`config.mk`:
```
export PLATFORM = sky130hd
export DESIGN_NAME = pn_corr_detector
export DESIGN_NICKNAME = d
export VERILOG_FILES = /design/src/rtl/pn_corr_pkg.sv /design/src/rtl/pn_code_reg.sv /design/src/rtl/pn_tap_line.sv /design/src/rtl/pn_mag_cmp.sv /design/src/rtl/pn_corr_detector.sv
export SDC_FILE = /design/constraint.sdc
export NUM_CORES = 2
export LEC_CHECK = 0
export BUFFER_PORTS_ARGS = -buffer_cell sky130_fd_sc_hd__buf_2
export CORE_MARGIN = 2
export CORE_UTILIZATION = 45
export DETAILED_ROUTE_END_ITERATION = 10
export HOLD_SLACK_MARGIN = 0.12
export PLACE_DENSITY_LB_ADDON = 0.08
export SYNTH_ARGS = -nofsm -noshare
export SYNTH_HDL_FRONTEND = slang
export SYNTH_HIERARCHICAL = 1
export SYNTH_SLANG_ARGS = --single-unit
```
`constraint.sdc`:
```
create_clock -name clk -period 10.1 [get_ports clk]
set_input_delay 1.515 -clock clk [delete_from_list [all_inputs] [get_ports clk]]
set_output_delay 1.515 -clock clk [all_outputs]
set_load 0.03 [all_outputs]
```
`src/rtl/pn_corr_pkg.sv`:
```
package pn_corr_pkg;

  // Signed sum width that holds CODE_LEN full-scale samples with no wrap.
  function automatic int unsigned sum_width(int unsigned code_len, int unsigned sw);
    return sw + $clog2(code_len) + 1;
  endfunction

  localparam int unsigned NUM_CH = 2;

endpackage

```
`src/rtl/pn_code_reg.sv`:
```
module pn_code_reg #(
  parameter int unsigned CODE_LEN = 25
) (
  input  logic                clk,
  input  logic                rst_n,
  input  logic                par_ld,
  input  logic [CODE_LEN-1:0] par_val,
  input  logic                ser_sh,
  input  logic                ser_bit,
  output logic [CODE_LEN-1:0] code
);

  logic [CODE_LEN-1:0] code_d;
  logic                code_en;

  always_comb begin
    code_en = par_ld | ser_sh;
    if (par_ld) begin
      code_d = par_val;
    end else begin
      code_d = {ser_bit, code[CODE_LEN-1:1]};
    end
  end

  always_ff @(posedge clk or negedge rst_n) begin
    if (!rst_n) begin
      code <= '0;
    end else if (code_en) begin
      code <= code_d;
    end
  end

endmodule

```
`src/rtl/pn_tap_line.sv`:
```
module pn_tap_line #(
  parameter int unsigned CODE_LEN = 25,
  parameter int unsigned SW       = 8,
  parameter int unsigned AW       = 14
) (
  input  logic                 clk,
  input  logic                 rst_n,
  input  logic                 en,
  input  logic signed [SW-1:0] din,
  input  logic [CODE_LEN-1:0]  coef,     // coef[k] weights slot k, slot 0 newest
  output logic signed [AW-1:0] sum_nxt,
  output logic signed [AW-1:0] sum_q
);

  logic signed [SW-1:0] slot_q [CODE_LEN];
  logic signed [SW-1:0] slot_d [CODE_LEN];
  logic signed [AW-1:0] term   [CODE_LEN];

  always_comb begin
    for (int k = 0; k < CODE_LEN; k++) slot_d[k] = slot_q[k];
    if (en) begin
      slot_d[0] = din;
      for (int k = 1; k < CODE_LEN; k++) slot_d[k] = slot_q[k-1];
    end
  end

  for (genvar k = 0; k < CODE_LEN; k++) begin : g_tap
    logic signed [AW-1:0] ext;
    assign ext     = AW'(slot_d[k]);
    assign term[k] = coef[k] ? ext : -ext;
  end

  always_comb begin
    logic signed [AW-1:0] acc;
    acc = '0;
    for (int k = 0; k < CODE_LEN; k++) acc = acc + term[k];
    sum_nxt = acc;
  end

  always_ff @(posedge clk or negedge rst_n) begin
    if (!rst_n) begin
      for (int k = 0; k < CODE_LEN; k++) slot_q[k] <= '0;
      sum_q <= '0;
    end else if (en) begin
      for (int k = 0; k < CODE_LEN; k++) slot_q[k] <= slot_d[k];
      sum_q <= sum_nxt;
    end
  end

endmodule

```
`src/rtl/pn_mag_cmp.sv`:
```
module pn_mag_cmp #(
  parameter int unsigned AW = 14
) (
  input  logic                 clk,
  input  logic                 rst_n,
  input  logic                 en,
  input  logic                 armed,
  input  logic signed [AW-1:0] ci,
  input  logic signed [AW-1:0] cq,
  input  logic [AW-1:0]        thr,
  output logic                 hit
);

  logic [AW-1:0] abs_i, abs_q, mag;
  logic          hit_d;

  always_comb begin
    abs_i = ci[AW-1] ? AW'(-ci) : AW'(ci);
    abs_q = cq[AW-1] ? AW'(-cq) : AW'(cq);
    mag   = abs_i + abs_q;
    hit_d = en & armed & (mag > thr);
  end

  always_ff @(posedge clk or negedge rst_n) begin
    if (!rst_n) begin
      hit <= 1'b0;
    end else begin
      hit <= hit_d;
    end
  end

endmodule

```
`src/rtl/pn_corr_detector.sv`:
```
module pn_corr_detector
  import pn_corr_pkg::*;
#(
  parameter int unsigned CODE_LEN = 25,
  parameter int unsigned SW       = 8,
  parameter int unsigned AW       = sum_width(CODE_LEN, SW)
) (
  input  logic                 clk,
  input  logic                 rst_n,
  input  logic                 s_valid,
  input  logic signed [SW-1:0] s_i,
  input  logic signed [SW-1:0] s_q,
  input  logic                 code_ld,
  input  logic [CODE_LEN-1:0]  code_par,
  input  logic                 code_sh,
  input  logic                 code_sbit,
  input  logic                 thr_we,
  input  logic [AW-1:0]        thr_in,
  output logic signed [AW-1:0] corr_i,
  output logic signed [AW-1:0] corr_q,
  output logic                 hit
);

  localparam int unsigned CW = $clog2(CODE_LEN + 1);

  logic [CODE_LEN-1:0]  code_q;
  logic [CODE_LEN-1:0]  coef;
  logic [AW-1:0]        thr_q, thr_d;
  logic [CW-1:0]        fill_q, fill_d;
  logic                 armed;
  logic signed [SW-1:0] ch_din  [NUM_CH];
  logic signed [AW-1:0] ch_nxt  [NUM_CH];
  logic signed [AW-1:0] ch_sum  [NUM_CH];

  pn_code_reg #(.CODE_LEN(CODE_LEN)) u_code (
    .clk     (clk),
    .rst_n   (rst_n),
    .par_ld  (code_ld),
    .par_val (code_par),
    .ser_sh  (code_sh),
    .ser_bit (code_sbit),
    .code    (code_q)
  );

  // Tap weights are the code in reverse time order: slot k holds the
  // sample that arrived k strobes ago, which aligns with chip CODE_LEN-1-k.
  for (genvar k = 0; k < CODE_LEN; k++) begin : g_rev
    assign coef[k] = code_q[CODE_LEN-1-k];
  end

  assign ch_din[0] = s_i;
  assign ch_din[1] = s_q;

  for (genvar c = 0; c < NUM_CH; c++) begin : g_ch
    pn_tap_line #(.CODE_LEN(CODE_LEN), .SW(SW), .AW(AW)) u_line (
      .clk     (clk),
      .rst_n   (rst_n),
      .en      (s_valid),
      .din     (ch_din[c]),
      .coef    (coef),
      .sum_nxt (ch_nxt[c]),
      .sum_q   (ch_sum[c])
    );
  end

  assign corr_i = ch_sum[0];
  assign corr_q = ch_sum[1];

  always_comb begin
    thr_d  = thr_we ? thr_in : thr_q;
    fill_d = fill_q;
    if (s_valid && (fill_q != CW'(CODE_LEN))) fill_d = fill_q + 1'b1;
    armed  = (fill_q >= CW'(CODE_LEN - 1));
  end

  always_ff @(posedge clk or negedge rst_n) begin
    if (!rst_n) begin
      thr_q  <= '0;
      fill_q <= '0;
    end else begin
      thr_q  <= thr_d;
      fill_q <= fill_d;
    end
  end

  pn_mag_cmp #(.AW(AW)) u_cmp (
    .clk   (clk),
    .rst_n (rst_n),
    .en    (s_valid),
    .armed (armed),
    .ci    (ch_nxt[0]),
    .cq    (ch_nxt[1]),
    .thr   (thr_q),
    .hit   (hit)
  );

endmodule

```
# == Word level (Yosys, flattened, before mapping) ==
# Cells that the tools add are included.
# op_classes
eq_ne,1
n_lt_le_gt_ge,2
addsub,102
n_bitwise,3
n_reduce_logical,1
n_mux,55
# ops
operator,count
two-way mux 14 bit,52
negator 8 -> 14 bit,50
adder 14 bit,49
two-way mux 200 bit,2
negator 14 bit,2
two-way mux 25 bit,1
> comparator 14 bit,1
adder 5 x 1 -> 5 bit (second input constant),1
>= comparator 5 bit (second input constant),1
!= test 5 bit (second input constant),1
AND 1 bit,2
logical AND 1 bit,1
bitwise OR 1 bit,1
# totals
word_cells,220
out_inout_bits,29
reg_bits,473

# == Longest topological paths before layout ==
# depth
word_depth,32
depth_mapped,55
depth_no_buf,44

# == By module ==
# Netlist, hierarchy kept.
# modules_own_cells
module,cells_per_inst,area_each_um2,n_inst
pn_tap_line (g_ch[1].u_line),2140,21760.9,1
pn_tap_line (g_ch[0].u_line),2105,21501.9,1
pn_mag_cmp,196,1441.4,1
pn_code_reg,108,1166.1,1
pn_corr_detector,50,793.3,1

# == Least setup slack after synthesis ==
# OpenSTA, ideal clock, no wires.
# synth_path
path_kind,input -> register
from,in s_valid
to,reg u_cmp.hit
t_required_ns,9.979
stages,50
arrival_time_ns,12.888
path_slack_ns,-2.909
n_path_buf,11
setup_time_ns,0.121
path_cell_list,buf_6 > buf_6 > buf_8 > buf_6 > buf_6 > buf_2 > buf_2 > buf_2 > buf_2 > buf_2 > mux2_2 > inv_1 > ha_1 > nand3_1 > nor3_1 > a211oi_1 > a21oi_1 > fa_1 > [... 14 more ...] > xnor2_1 > clkbuf_1 > nand2_1 > o21ai_0 > inv_1 > fa_1 > nor2b_1 > o211ai_1 > nand2_1 > a21o_1 > a31oi_1 > xnor2_1 > ha_1 > and3_1 > a221o_1 > a221oi_1 > o21ai_0 > and4b_1
# synth_rtl
element,line,text
start: declaration,pn_corr_detector.sv:10,"input logic s_valid,"
end signal: assignment,pn_mag_cmp.sv:28,hit <= hit_d;
end: declaration,pn_mag_cmp.sv:11,output logic hit

==> flow_metrics.tcl <==
set metrics [dict create \
    drive_gt1_frac 0.306 \
    die_h_um 326 \
    place_hpwl_um 112000 \
    ys_seq_area_frac 0.254 \
    synth_edf_count 0 \
    status "complete, but fails checks" \
    drtPass1Iterations 8 \
    violations "setup timing" \
    rsz0062_at_grt "true" \
    htreeDepth 3 \
    path_delay_family "adder cells" \
    clockBufferDepth 3 \
    ant_nets 0 \
    cp.required_ns 10.59 \
    synth_ff_type "dfrtp_1" \
    rows 118 \
    layout_commonest_cell "buf_4" \
    postSynthCellCount 4599 \
    antennaDiodeCount 0 \
    yosysWarnings 6 \
    cts-hold-fix-buffers 0 \
    whs_ns 0.483 \
    fin_crit_sh 1.09 \
    cpPeakStageDelay_ns 0.58 \
    arrival_ns 11.53 \
    track_usage 0.266 \
    final_cell_mix "903 x buf_4, 808 x inv_1, 540 x fa_1" \
    portBuffers 90 \
    synth_async_sr_flop_share 1.00 \
    die_area_um2 106000 \
    grt_start_max_net_pins 160 \
    io_pins 91 \
    max_freq_ghz 0.0906 \
    cts_root_buf "clkbuf_16" \
    fin_crit_ns 11.04 \
    die_x_um 326 \
    cap_violations 0 \
    critPathKind "in2reg" \
    cts_tree "done" \
    netlist-cell-type-count 100 \
    cts_made_buffers 66 \
    overflow 0 \
    layout.nets 6317 \
    synth_area_per_cell_um2 10.1 \
    use_met3 0.0228 \
    hold_class "reg2reg" \
    wl_per_cell_um 19.7 \
    ys_ff_latch 473 \
    drc 0 \
    clock_skew_ns 0.0250 \
    insertion_delay_ns 0.63 \
    netlist_area_um2 46700 \
    grt_pass1_wl_um 218000 \
    grt.busiest_layer "met2" \
    via_per_inst 5.01 \
    hold_viol_final 0 \
    antenna_found_initial 0 \
    core-area_um2 103000 \
    area_growth_pct 26.4 \
    vias 35100 \
    slew_viol_final 0 \
    use_met1 0.373 \
    endpoint_kind "register" \
    clk_pin_slew_ns 0.05 \
    gp_congestion 0.891 \
    clock-sinks 473 \
    crit_path_frequent_cell "xnor2_1" \
    layout_setup_ws_ns -0.940 \
    path_max_fanout 29 \
    setup.worst_path.start_class "primary input" \
    post-place-ws_ns -2.06 \
    setup_viol 1 \
    timing.slew.headroom 0.281 \
    wirelength_um 138000 \
    syn_nets 5350 \
    first_iter_violations 2032 \
    initial_core_util 0.452 \
    tightestPinTransition_ns 1.08 \
    cpMaxStageDelayCell "fa_1" \
    cp.buffers_inverters 8 \
    first_global_vias 37300 \
    gr-usage-met2 0.449 \
]
==> layer usage <==
metal	routed length (um)	vias up	share of wire
met5	0	-	0
met4	2890	0	0.021
met3	4110	127	0.030
met2	67400	505	0.49
met1	63600	17600	0.46
li1	-	16900	-
==> cell usage after synthesis (7+ instances only) <==
library cell | instances | area share
clkbuf_1 | 50 | 0.0040
nor3b_1 | 45 | 0.0072
xnor2_1 | 313 | 0.059
nor4_1 | 25 | 0.0034
buf_1 | 15 | 0.0012
nor2_1 | 307 | 0.025
o31ai_1 | 16 | 0.0026
o221ai_1 | 9 | 0.0017
nand2b_1 | 28 | 0.0038
and2_1 | 22 | 0.0029
buf_6 | 21 | 0.0051
xor2_1 | 131 | 0.025
and3_1 | 14 | 0.0019
a21oi_1 | 171 | 0.018
or3b_1 | 7 | 0.0013
ha_1 | 130 | 0.035
o21bai_1 | 27 | 0.0043
mux2_4 | 7 | 0.0023
dfrtp_1 | 473 | 0.25
a21o_1 | 34 | 0.0055
o21ai_2 | 9 | 0.0017
mux2i_1 | 206 | 0.044
nor4b_1 | 8 | 0.0015
or3_1 | 16 | 0.0021
nor3_1 | 128 | 0.014
inv_1 | 823 | 0.066
mux2_2 | 297 | 0.072
a31oi_1 | 64 | 0.0086
o21ai_1 | 37 | 0.0040
fa_1 | 559 | 0.24
buf_2 | 47 | 0.0050
nand3_1 | 33 | 0.0035
xnor3_1 | 10 | 0.0048
o21a_1 | 34 | 0.0055
or2_2 | 17 | 0.0023
nor2b_1 | 23 | 0.0031
o21ai_0 | 106 | 0.011
nand2_1 | 175 | 0.014
==> cell type report <==
class / instances / area, um^2
repair buffers: 1042 / 8180
well taps: 1380 / 1730
multi-input cells: 3159 / 31900
clock buffers: 99 / 2020
inverters: 824 / 3100
flip-flops and latches: 473 / 11800
clock inverters: 16 / 240
fillers: 9200 / 44200
==> flip-flops by register name (all words and copies together), names as in the netlist <==
name,count
u_cmp/hit,1
g_ch.u_line/slot_q,400
thr_q,14
g_ch.u_line/sum_q,28
u_code/code,25
fill_q,5
==> logic make-up after synthesis <==
| group | after synthesis | share of synthesized area |
|---|---|---|
| compound gates | 588 | 0.0793 |
| xor+xnor | 457 | 0.0892 |
| fa+ha+maj | 689 | 0.275 |
| buf+inv | 967 | 0.0842 |
| flops | 473 | 0.254 |
| mux | 521 | 0.122 |
| simple gates | 904 | 0.0971 |
==> stage by stage <==
stage | area, um^2 | TNS [ns] | util | std cells
3_5_place_dp | 55400 | -2.06 | 0.536 | 6845
5_1_grt | 59000 | -1.34 | 0.571 | 6993
3_3_place_gp | 55400 | -2.10 | 0.536 | 6845
6_report | 59000 | -0.940 | 0.571 | 6993
4_1_cts | 58800 | -0.805 | 0.570 | 6992
2_1_floorplan | 47100 | -1.69 | - | 4599
==> worst reg2reg max path: cells and delay by family, from the launching register on <==
| family | cells | cell delay [ns] |
|---|---|---|
| adder cells (fa/ha/maj) | 10 | 4.14 |
| XOR/XNOR | 11 | 2.02 |
| AO/OA/AOI/OAI | 9 | 1.87 |
| AND/OR/NAND/NOR | 6 | 0.87 |
| flip-flops | 1 | 0.44 |
| buffers and inverters | 3 | 0.38 |
| multiplexers | 1 | 0.30 |
==> repair_timing <==
| item | in CTS | in global routing |
|---|---|---|
| endpoints found under the setup margin | 1 | 1 |
| setup buffers | 26 | 1 |
| pin swaps | 124 | 11 |
| gates resized for setup | 193 | 24 |
| cloned | 7 | 0 |
==> final timing paths <==
kind | cells past startpoint | slack, ns | endpoint | start
setup / recovery | 42 | -0.94 | u_cmp/hit$_DFF_PN0_ | s_valid
hold / removal | 1 | 0.48 | thr_q[1]$_DFFE_PN0P_ | thr_q[1]$_DFFE_PN0P_
setup reg to reg | 40 | -0.06 | u_cmp/hit$_DFF_PN0_ | g_ch[0].u_line/slot_q[184]$_DFFE_PN0P_
hold reg to reg | 1 | 0.48 | thr_q[1]$_DFFE_PN0P_ | thr_q[1]$_DFFE_PN0P_
max in group asynchronous | 2 | 7.81 | g_ch[0].u_line/slot_q[146]$_DFFE_PN0P_ | rst_n
min in group asynchronous | 1 | 0.87 | g_ch[1].u_line/slot_q[0]$_DFFE_PN0P_ | rst_n
Power is left out: the tool's default activity adds up to more than one toggle a clock period on the data nets, which glitch-free logic cannot reach.
